**src/rtl/cic_pkg.sv**
```systemverilog
package cic_pkg;
  typedef enum logic [1:0] {
    REG_PEND  = 2'd0,
    REG_EN    = 2'd1,
    REG_SET   = 2'd2,
    REG_CLR   = 2'd3
  } cic_reg_e;

  localparam int unsigned RESET_LVL = 0;
  localparam int unsigned NMI_LVL   = 1;
  localparam int unsigned FIXED_CNT = 2;
endpackage

```
**src/rtl/cic_edge_detect.sv**
```systemverilog
module cic_edge_detect #(
  parameter int unsigned W = 16
) (
  input  logic         clk,
  input  logic         rst,
  input  logic [W-1:0] lines,
  output logic [W-1:0] rise
);
  logic [W-1:0] lines_q;

  always_ff @(posedge clk) begin
    if (rst) lines_q <= '0;
    else     lines_q <= lines;
  end

  assign rise = lines & ~lines_q;
endmodule

```
**src/rtl/cic_pending.sv**
```systemverilog
module cic_pending #(
  parameter int unsigned W         = 16,
  parameter int unsigned FIRST_EXT = 4,
  localparam int unsigned LW       = $clog2(W)
) (
  input  logic          clk,
  input  logic          rst,
  input  logic [W-1:0]  rise,
  input  logic [W-1:0]  sw_set,
  input  logic [W-1:0]  sw_clr,
  input  logic          ack_valid,
  input  logic [LW-1:0] ack_level,
  output logic [W-1:0]  pend_q
);
  import cic_pkg::*;

  logic [W-1:0] inert;
  logic [W-1:0] ack_oh;
  logic [W-1:0] pend_d;

  for (genvar i = 0; i < W; i++) begin : g_inert
    if (i >= FIXED_CNT && i < FIRST_EXT) begin : g_rsvd
      assign inert[i] = 1'b1;
    end else begin : g_live
      assign inert[i] = 1'b0;
    end
  end

  assign ack_oh = ack_valid ? (W'(1) << ack_level) : '0;
  assign pend_d = ((pend_q & ~(sw_clr | ack_oh)) | rise | sw_set) & ~inert;

  always_ff @(posedge clk) begin
    if (rst) pend_q <= '0;
    else     pend_q <= pend_d;
  end
endmodule

```
**src/rtl/cic_prio_pick.sv**
```systemverilog
module cic_prio_pick #(
  parameter int unsigned W  = 16,
  localparam int unsigned LW = $clog2(W)
) (
  input  logic [W-1:0]  elig,
  output logic          found,
  output logic [LW-1:0] idx
);
  always_comb begin
    found = 1'b0;
    idx   = '0;
    for (int i = W - 1; i >= 0; i--) begin
      if (elig[i]) begin
        found = 1'b1;
        idx   = LW'(i);
      end
    end
  end
endmodule

```
**src/rtl/cic_core.sv**
```systemverilog
module cic_core #(
  parameter int unsigned NUM_LVL   = 16,
  parameter int unsigned FIRST_EXT = 4,
  localparam int unsigned LW       = $clog2(NUM_LVL)
) (
  input  logic               clk,
  input  logic               rst,
  input  logic [NUM_LVL-1:0] irq_lines,
  input  logic               glob_en,
  input  logic               ack_valid,
  input  logic [LW-1:0]      ack_level,
  input  logic [1:0]         reg_addr,
  input  logic               reg_we,
  input  logic [NUM_LVL-1:0] reg_wdata,
  output logic [NUM_LVL-1:0] reg_rdata,
  output logic               req_o,
  output logic [LW-1:0]      req_level_o
);
  import cic_pkg::*;

  logic [NUM_LVL-1:0] rise_vec;
  logic [NUM_LVL-1:0] set_vec;
  logic [NUM_LVL-1:0] clr_vec;
  logic [NUM_LVL-1:0] pend_vec;
  logic [NUM_LVL-1:0] en_q;
  logic [NUM_LVL-1:0] ext_mask;
  logic [NUM_LVL-1:0] fixed_mask;
  logic [NUM_LVL-1:0] elig;
  logic               win_found;
  logic [LW-1:0]      win_idx;

  for (genvar i = 0; i < NUM_LVL; i++) begin : g_masks
    assign ext_mask[i]   = (i >= FIRST_EXT);
    assign fixed_mask[i] = (i < FIXED_CNT);
  end

  cic_edge_detect #(.W(NUM_LVL)) u_edge (
    .clk   (clk),
    .rst   (rst),
    .lines (irq_lines),
    .rise  (rise_vec)
  );

  assign set_vec = (reg_we && reg_addr == REG_SET) ? reg_wdata : '0;
  assign clr_vec = (reg_we && reg_addr == REG_CLR) ? reg_wdata : '0;

  cic_pending #(.W(NUM_LVL), .FIRST_EXT(FIRST_EXT)) u_pend (
    .clk       (clk),
    .rst       (rst),
    .rise      (rise_vec),
    .sw_set    (set_vec),
    .sw_clr    (clr_vec),
    .ack_valid (ack_valid),
    .ack_level (ack_level),
    .pend_q    (pend_vec)
  );

  always_ff @(posedge clk) begin
    if (rst)                              en_q <= '0;
    else if (reg_we && reg_addr == REG_EN) en_q <= reg_wdata & ext_mask;
  end

  assign elig = pend_vec & (fixed_mask | (glob_en ? en_q : '0));

  cic_prio_pick #(.W(NUM_LVL)) u_pick (
    .elig  (elig),
    .found (win_found),
    .idx   (win_idx)
  );

  always_ff @(posedge clk) begin
    if (rst) begin
      req_o       <= 1'b0;
      req_level_o <= '0;
    end else begin
      req_o       <= win_found;
      req_level_o <= win_idx;
    end
  end

  always_ff @(posedge clk) begin
    if (rst) begin
      reg_rdata <= '0;
    end else begin
      unique case (reg_addr)
        REG_PEND: reg_rdata <= pend_vec;
        REG_EN:   reg_rdata <= en_q;
        default:  reg_rdata <= '0;
      endcase
    end
  end
endmodule

```
**config.mk**
```make
export PLATFORM = sky130hd
export DESIGN_NAME = cic_core
export DESIGN_NICKNAME = d
export VERILOG_FILES = /design/src/rtl/cic_pkg.sv /design/src/rtl/cic_edge_detect.sv /design/src/rtl/cic_pending.sv /design/src/rtl/cic_prio_pick.sv /design/src/rtl/cic_core.sv
export SDC_FILE = /design/constraint.sdc
export NUM_CORES = 1
export LEC_CHECK = 0
export BUFFER_PORTS_ARGS = -buffer_cell sky130_fd_sc_hd__buf_2
export CORE_MARGIN = 2
export CORE_UTILIZATION = 38
export CTS_CLUSTER_DIAMETER = 40
export DETAILED_ROUTE_END_ITERATION = 7
export SLEW_MARGIN = 30
export SYNTH_ARGS = -nofsm -noshare
export SYNTH_HDL_FRONTEND = slang
export SYNTH_SLANG_ARGS = --single-unit
```
**constraint.sdc**
```tcl
create_clock -name clk -period 1.2 [get_ports clk]
set_clock_uncertainty 0.05 [all_clocks]
set_input_delay 0.06 -clock clk [delete_from_list [all_inputs] [get_ports clk]]
set_output_delay 0.06 -clock clk [all_outputs]
set_load 0.1 [all_outputs]
```
# == After elaboration in Yosys (flattened, before gate mapping) ==
# Index checks and enable logic that the tools add are counted.
# totals
inputBits,43
output_inout_bits,21
wordCells,66
regBits,65
# classes
mux,36
shifts,1
n_eq_ne,3
n_bitwise,8
reduce_logical,8
# ops
cell,n
$mux W16,4
$and A16 B16 Y16,3
$or A16 B16 Y16,3
$mux W4,8
$not A16 Y16,2
$pmux W16 S2,1
$mux W1,17
$shl A1 B4 Y16 const A,1
$mux W3,4
$reduce_or A9 Y1,1
$reduce_or A5 Y1,1
$eq A2 B2 Y1 const B,2
$mux W2,2
$logic_and A1 B1 Y1,3
$reduce_or A3 Y1,1
$eq A2 B1 Y1 const B,1
$logic_not A2 Y1,1
$reduce_or A2 Y1,1

# == Depth between registers and ports, before layout ==
# Gate-level depths: netlist (run 1).
# depth
ltp_word,18
depth_mapped,7
ltp_nobuf,4

# == Hierarchy ==
# A second synthesis (run 1) with hierarchy kept.
# unflattened
hier_cells,331
area_unflattened_um2,3190.6
# modules_own_cells
mod,instances,seq_area_each_um2,area_each_um2,cells_each
cic_core,1,660.6,1551.5,169
cic_pending,1,280.3,895.9,80
cic_edge_detect,1,320.3,564.3,49
cic_prio_pick,1,0.0,178.9,33

# == Worst setup path before layout (run 1) ==
# No wires, ideal clock.
# synth_timing
path_type,input to register
from,in reg_addr[0]
to,reg u_pend.pend_q[10]
path_slack_ns,0.052
arrival_ns,0.971
setup_time_ns,0.128
path_buffers,3
path_stages,7
required_time_ns,1.022
path_cell_list,buf_4 and3_1 buf_6 buf_8 a22oi_1 a222oi_1 nor2_1
# synth_between
elab_chain_cells,8
word_cells_on_any_way,11
classes_between,eq/ne: 2; mux: 2; bitwise: 5; reduce/logical: 2
# synth_rtl
item,line_no,text
start: declaration,cic_core.sv:12,"input logic [1:0] reg_addr,"
$eq A2 B2 Y1,cic_core.sv:45,assign clr_vec = (reg_we && reg_addr == REG_CLR) ? reg_wdata : '0;
$logic_and A1 B1 Y1,cic_core.sv:45,
$mux W16,cic_core.sv:45,
$or A16 B16 Y16,cic_pending.sv:30,assign pend_d = ((pend_q & ~(sw_clr | ack_oh)) | rise | sw_set) & ~inert;
$not A16 Y16,cic_pending.sv:30,
$and A16 B16 Y16,cic_pending.sv:30,
$or A16 B16 Y16,cic_pending.sv:30,
$or A16 B16 Y16 *,cic_pending.sv:30,
end signal: assignment,cic_pending.sv:34,else pend_q <= pend_d;
end: declaration,cic_pending.sv:13,output logic [W-1:0] pend_q
# Every way passes the cells marked *; elsewhere a longest branch is shown, timed or not.
# A chain may end at the register's enable or synchronous reset.

# == Worst setup path after layout (run 1) ==
# layout_timing
from,reg u_pend.pend_q[4]
to,reg req_level_o[0]
# layout_between
elab_chain_cells,5
# layout_rtl
item,line_no,text
$and A16 B16 Y16,cic_core.sv:63,assign elig = pend_vec & (fixed_mask | (glob_en ? en_q : '0));
$mux W3,cic_prio_pick.sv:13,if (elig[i]) begin
$mux W2 (2 in series),cic_prio_pick.sv:13,
$mux W1,cic_prio_pick.sv:13,
end signal: assignment,cic_core.sv:77,req_level_o <= win_idx;
end: declaration,cic_core.sv:17,output logic [LW-1:0] req_level_o
# No other way between the ends.

==> results.tsv, run 1 <==
metric	value	unit
ys flop type	dfxtp_1	
maximum vdd drop	844.1	uV
top cells by area, synth	dfxtp_1 50%, mux2i_1 10%, nor2_1 6.5%	
worst hold stages	3	
Vias per Instance	5.039	
RSZ-0062 raised after global routing	yes	
relative slew slack	56.99	%
#FFs+latches synth	59	
synth unique cells	34	
Setup WS post-layout	15.46	ps
via count	2222	
Initial Utilization	39.72	%
Final Core Density	58.33	%
global-route wire length before repair	10240	um
post-CTS setup buffers	0	
CP required	1410	ps
ys async rst share	0	%
routed wire length	6246	um
worst slack, placed	-91.69	ps
Leak	1.631	nW
total CTS buffers	9	
slowest cell delay on critical path	340	ps
Antenna Nets Post-Route	0	
Tightest Pin Transition	644.5	ps
r2r endpoint	req_level_o[0]$_SDFF_PP0_	
WP data arrival	1390	ps
DRC violations left	0	
Syn-to-layout area delta	46.85	%
maxcap violations	0	
CTS tree	built	
largest net degree at the start of global routing	22	
diode count	0	
hold path start	reg_addr[1]	
PortBufs	57	
wire per inst	14.16	um
global route overflow	0	
Total GRT Usage	18.77	%
Synth Area per Inst	9.596	um^2
register area share after synthesis	49.63	%
1st-iter DRT viols	149	
fin nets	404	
Post-Syn Instances	248	
Slew Viols, Final	0	
Final Power	5.105	mW
hold worst-path end	reg_rdata[4]$_SDFF_PP0_	
final-layout fill cell count	536	
WS Path Type	reg -> reg	
Synth top cells by count	59 x dfxtp_1, 41 x nor2_1, 24 x mux2i_1, 15 x nor2b_1	
Post-synth EDFFs	0	
worst-path fanout max	3	
yosys warns	0	
fin crit share	98.71	%
Critical-path top delay cell	dfxtp_2	
Period minus WS final	1185	ps
area of the core	5991	um^2
power per cell area	1461	nW/um^2
Yosys top cell by area	dfxtp_1	
initial antenna violation count	0	
Worst R2R Setup Slack	20	ps
io pins	64	
status	complete, no violations	
fmax	844.2	MHz
Hold WS	96.76	ps
top cell type's share of synthesized area	49.63	%
H-tree depth reported by CTS	3	
design area	3495	um^2
clk buf depth	2	
drt pass-1 iters	5	
CP Capture Type	flop	
Die ar.	6911	um^2
CP Launch Type	flop	
RD Place Congestion	0.7373	
num rows	28	
most common cell in the synthesized netlist	dfxtp_1	
Worst-path clk slew	70	ps
vias in the first global route	2090	
r2r startpoint	u_pend.pend_q[4]$_SDFF_PP0_	
DIE HEIGHT	83.14	um
endpoints failing hold	0	
ratio of cells with drive above 1 in the final layout	30.60	%
die width	83.14	um
clock net sink count	59	
Syn Std Cell Area	2380	um^2
setup violators final	0	
r2r worst-path depth	4	
placed wire-length estimate	4415	um
worst-skew pair later-pin latency	340	ps
Cell Area, Placed	2927	um^2
worst-path cell chain	a21boi_2, o211ai_1, a211o_1, a31oi_1	
Clock Root Buffer	clkbuf_8	
worst min-delay path category	in -> reg	
logic make-up after synthesis:
kind of cell / Yosys count / synth area share, %
DFF: 59 / 49.63
muxes: 24 / 10.09
and+or+nand+nor: 83 / 16.56
AOI/OAI and AO/OA: 51 / 17.30
other: 1 / 0.1576
buffers and inverters: 30 / 6.256
placed cells by master, fill, tap and decap left out, types with 2 or more instances in the layout:
master | netlist | routed
o21ai_1 | 0 | 2
and3b_1 | 2 | 2
a32oi_1 | 4 | 4
clkbuf_4 | 0 | 7
buf_12 | 0 | 2
dlygate4sd3_1 | 0 | 29
mux2i_1 | 24 | 24
nand2_1 | 13 | 13
a222oi_1 | 14 | 14
clkbuf_8 | 0 | 10
conb_1 | 1 | 2
inv_1 | 14 | 14
nor2_1 | 41 | 40
clkinv_2 | 0 | 2
nor2b_1 | 15 | 15
buf_4 | 3 | 30
a31oi_1 | 2 | 2
nor3b_1 | 3 | 3
dfxtp_2 | 0 | 5
buf_2 | 5 | 49
a22oi_1 | 11 | 11
dfxtp_1 | 59 | 54
a22o_1 | 7 | 7
a21oi_1 | 4 | 4
bufinv_16 | 0 | 3
and3_1 | 2 | 2
through the flow:
stage               setup TNS (ps)  instances
floorplan                        0        249
global placement             -3789        396
detailed placement          -166.6        396
CTS                              0        441
global route                -78.15        441
finish                           0        441
layer usage:
layer,vias up,share of wire (%),GRT usage [%]
met4,0,2.2,10.88
met1,1019,48,24.26
met5,-,0,0
met2,76,44,28.45
li1,1114,-,-
met3,13,5.9,4.573
flip-flops by register name, summed over array words and instances, names as in the netlist:
signal / cells
reg_rdata: 14
u_pend.pend_q: 14
req_o: 1
u_edge.lines_q: 14
en_q: 12
req_level_o: 4
critical path, delay by kind of cell (launching register included):
family | cells | cell delay, ps
AO/OA/AOI/OAI | 4 | 710
flip-flops | 1 | 340
report_power, final:
part	leakage [nW]	internal, mW	switching [mW]	total [mW]
clock	0.123	1.43	0.790	2.22
sequential	0.487	2.06	0.0558	2.12
combinational	1.02	0.330	0.440	0.770
worst max-delay path by stage:
| stage | from | to | slack (ps) |
|---|---|---|---|
| 2_1_floorplan | reg_addr[0] | u_pend.pend_q[10]$_SDFF_PP0_ | 50 |
| 5_1_grt | u_pend.pend_q[4]$_SDFF_PP0_ | req_level_o[0]$_SDFF_PP0_ | -50 |
| 3_5_place_dp | u_pend.pend_q[14]$_SDFF_PP0_ | req_level_o[2]$_SDFF_PP0_ | -90 |
| 3_3_place_gp | reg_addr[1] | u_pend.pend_q[5]$_SDFF_PP0_ | -280 |
| 4_1_cts | en_q[7]$_SDFFE_PP0P_ | req_level_o[0]$_SDFF_PP0_ | 2 |
| 6_report | u_pend.pend_q[4]$_SDFF_PP0_ | req_level_o[0]$_SDFF_PP0_ | 20 |
final cells by class:
type                    count  area, um^2  area share, %
flip-flops and latches     59        1187          33.98
multi-input cells         160        1066          30.50
repair buffers            117       853.3          24.42
clock buffers              11       141.4          4.046
clock inverters             5       100.1          2.864
well taps                  75       93.84          2.685
inverters                  14       52.55          1.504
what timing repair did:
item / 4_1_cts / 5_1_grt
endpoints found under the setup margin: 4 / 14
gates resized for setup: 7 / 13
hold endpoints to repair: 41 / 0
pin swaps: 2 / 5
hold buffers: 29 / 0
(Power assumes the default switching activity.)
==> run 2, diff against run 1 <==
--- a/config.mk
+++ b/config.mk
@@ -5,6 +5,7 @@
 export SDC_FILE = /design/constraint.sdc
 export NUM_CORES = 1
 export LEC_CHECK = 0
+export ABC_AREA = 1
 export BUFFER_PORTS_ARGS = -buffer_cell sky130_fd_sc_hd__buf_2
 export CORE_MARGIN = 2
 export CORE_UTILIZATION = 38
==> run 2 against run 1 <==
The flow now finishes with violations (negative setup slack). Flip-flop and latch count stayed put. First-iteration DRC count grew 34%. Highest routed layer unchanged. Routed wire length is 4.2% higher.
==> results.tsv, run 2 <==
metric	value	unit
status	finished with violations	
failing checks	negative setup slack	
slowest cell delay on critical path	330	ps
most common cell in the synthesized netlist	nand2_1	
Post-Syn Instances	324	
Critical-path top delay cell	dfxtp_2	
Synth top cells by count	76 x nand2_1, 59 x dfxtp_1, 42 x nand3_1, 25 x a21oi_1	
Setup TNS	-63.34	ps
total CTS buffers	9	
placed wire-length estimate	4658	um
critical path's most frequent cell	nand2_1	
RD Place Congestion	0.8144	
Antenna Nets Post-Route	0	
ys flop type	dfxtp_1	
top cells by area, synth	dfxtp_1 48%, nand2_1 12%, nand3_1 8.5%	
1st-iter DRT viols	200	
vias in the first global route	2233	
initial antenna violation count	0	
Leak	1.582	nW
Cell Area, Placed	2979	um^2
Syn Std Cell Area	2470	um^2
maximum vdd drop	755.1	uV
WS Path Type	reg -> reg	
setup violators final	2	
global-route wire length before repair	10700	um
r2r startpoint	en_q[15]$_SDFFE_PP0P_	
diode count	0	
CTS tree	built	
CP Capture Type	flop	
worst min-delay path category	in -> reg	
H-tree depth reported by CTS	3	
WP data arrival	1480	ps
worst slack, placed	-68.93	ps
largest registers	reg_rdata x14, u_edge.lines_q x14, u_pend.pend_q x14	
Initial Utilization	39.12	%
ys async rst share	0	%
worst-path cell chain	nand2_2, nor2_2, nand2_1, nand2_1, nand2_1, nand2_1, nand2_1, nand2_1, nand2_1, nand2_1, nand2_1, nand2_1, nand2_1, a21oi_2	
Worst-path clk slew	70	ps
drt pass-1 iters	4	
routed wire length	6507	um
fin nets	476	
worst-path fanout max	2	
Post-synth EDFFs	0	
clk buf depth	2	
CP Launch Type	flop	
via count	2464	
io pins	64	
DIE HEIGHT	84.62	um
Die ar.	7161	um^2
hold path start	ack_level[2]	
clock net sink count	59	
largest net degree at the start of global routing	29	
die width	84.62	um
Synth Area per Inst	7.623	um^2
Clock Root Buffer	clkbuf_8	
Vias per Instance	4.794	
Syn-to-layout area delta	42.96	%
CP required	1430	ps
worst-skew pair later-pin latency	340	ps
CP startpoint	en_q[15]$_SDFFE_PP0P_	
yosys warns	0	
DRC violations left	0	
endpoints failing hold	0	
ratio of cells with drive above 1 in the final layout	29.06	%
RSZ-0062 raised after global routing	yes	
num rows	29	
global route overflow	0	
Yosys top cell by area	dfxtp_1	
#FFs+latches synth	59	
design area	3531	um^2
area of the core	6314	um^2
maxcap violations	0	
top cell type's share of synthesized area	47.82	%
most frequent cells in the layout	75 x nand2_1, 57 x dfxtp_1, 43 x buf_2, 41 x nand3_1, 29 x dlygate4sd3_1	
power per cell area	1334	nW/um^2
Slew Viols, Final	0	
fin crit share	104.0	%
PortBufs	57	
register area share after synthesis	47.82	%
Setup WS post-layout	-47.47	ps
synth unique cells	26	
Period minus WS final	1247	ps
commonest non-fill, non-tap cell in the layout	nand2_1	
Total GRT Usage	18.90	%
fmax	801.6	MHz
wire per inst	12.66	um
-- run 2: cell types whose count changed after synthesis, sizes merged, moves of 15 or more --
cell	previous run	this run
nand2	13	76
nor2b	15	0
mux2i	24	0
nand3	0	43
a21oi	4	26
nor2	41	25
-- run 2: routing by layer --
layer	global-route usage (%)	share of wire [%]
met4	7.504	1.8
met1	26.07	48
met5	0	0
met2	27.34	44
met3	6.195	6.1
-- run 2: kinds of logic after synthesis --
kind of cell | synth area share [%]
compound gates | 12.66
buf+inv | 7.650
flops | 47.82
other cells | 0.1518
simple gates | 31.71
-- run 2: worst paths after layout --
path	end	slack, ps	cells after the start
worst min-delay path	u_pend.pend_q[11]$_SDFF_PP0_	40	3
worst max-delay path	req_level_o[0]$_SDFF_PP0_	-50	14
worst min register to register	en_q[12]$_SDFFE_PP0P_	430	2
worst max register to register	req_level_o[0]$_SDFF_PP0_	-50	14
-- run 2: repair_timing --
item,CTS,global route
setup endpoints to repair,1,16
endpoints found under the hold margin,40,0
buffers inserted,0,1
hold buffers,29,0
gates resized for setup,5,17
pin swaps,0,3
-- run 2: through the flow --
stage,util (%),hold slack [ps],std cells,power [mW]
global placement,47.19,219.8,469,2.827
detailed placement,47.19,225.3,469,2.831
floorplan,-,130.5,325,2.579
CTS,54.97,44.43,513,4.710
global route,55.93,57.56,514,4.908
finish,55.93,44.81,514,4.710
-- run 2: power breakdown --
part | internal, mW | switching (mW)
combinational | 0.305 | 0.470
clock | 1.06 | 0.769
sequential | 2.06 | 0.0480
-- run 2: cell type report --
| class | instances | area, um^2 |
|---|---|---|
| clock inverters | 2 | 35.03 |
| fillers | 640 | 2783 |
| clock buffers | 13 | 158.9 |
| well taps | 77 | 96.34 |
| flip-flops and latches | 59 | 1184 |
| multi-input cells | 223 | 1126 |
| repair buffers | 114 | 833.3 |
| inverters | 26 | 97.59 |
-- run 2: critical path, delay by kind of cell (launching register included) --
kind / cells / cell delay (ps)
AOI/OAI and AO/OA: 1 / 110
DFF: 1 / 330
and+or+nand+nor: 13 / 700
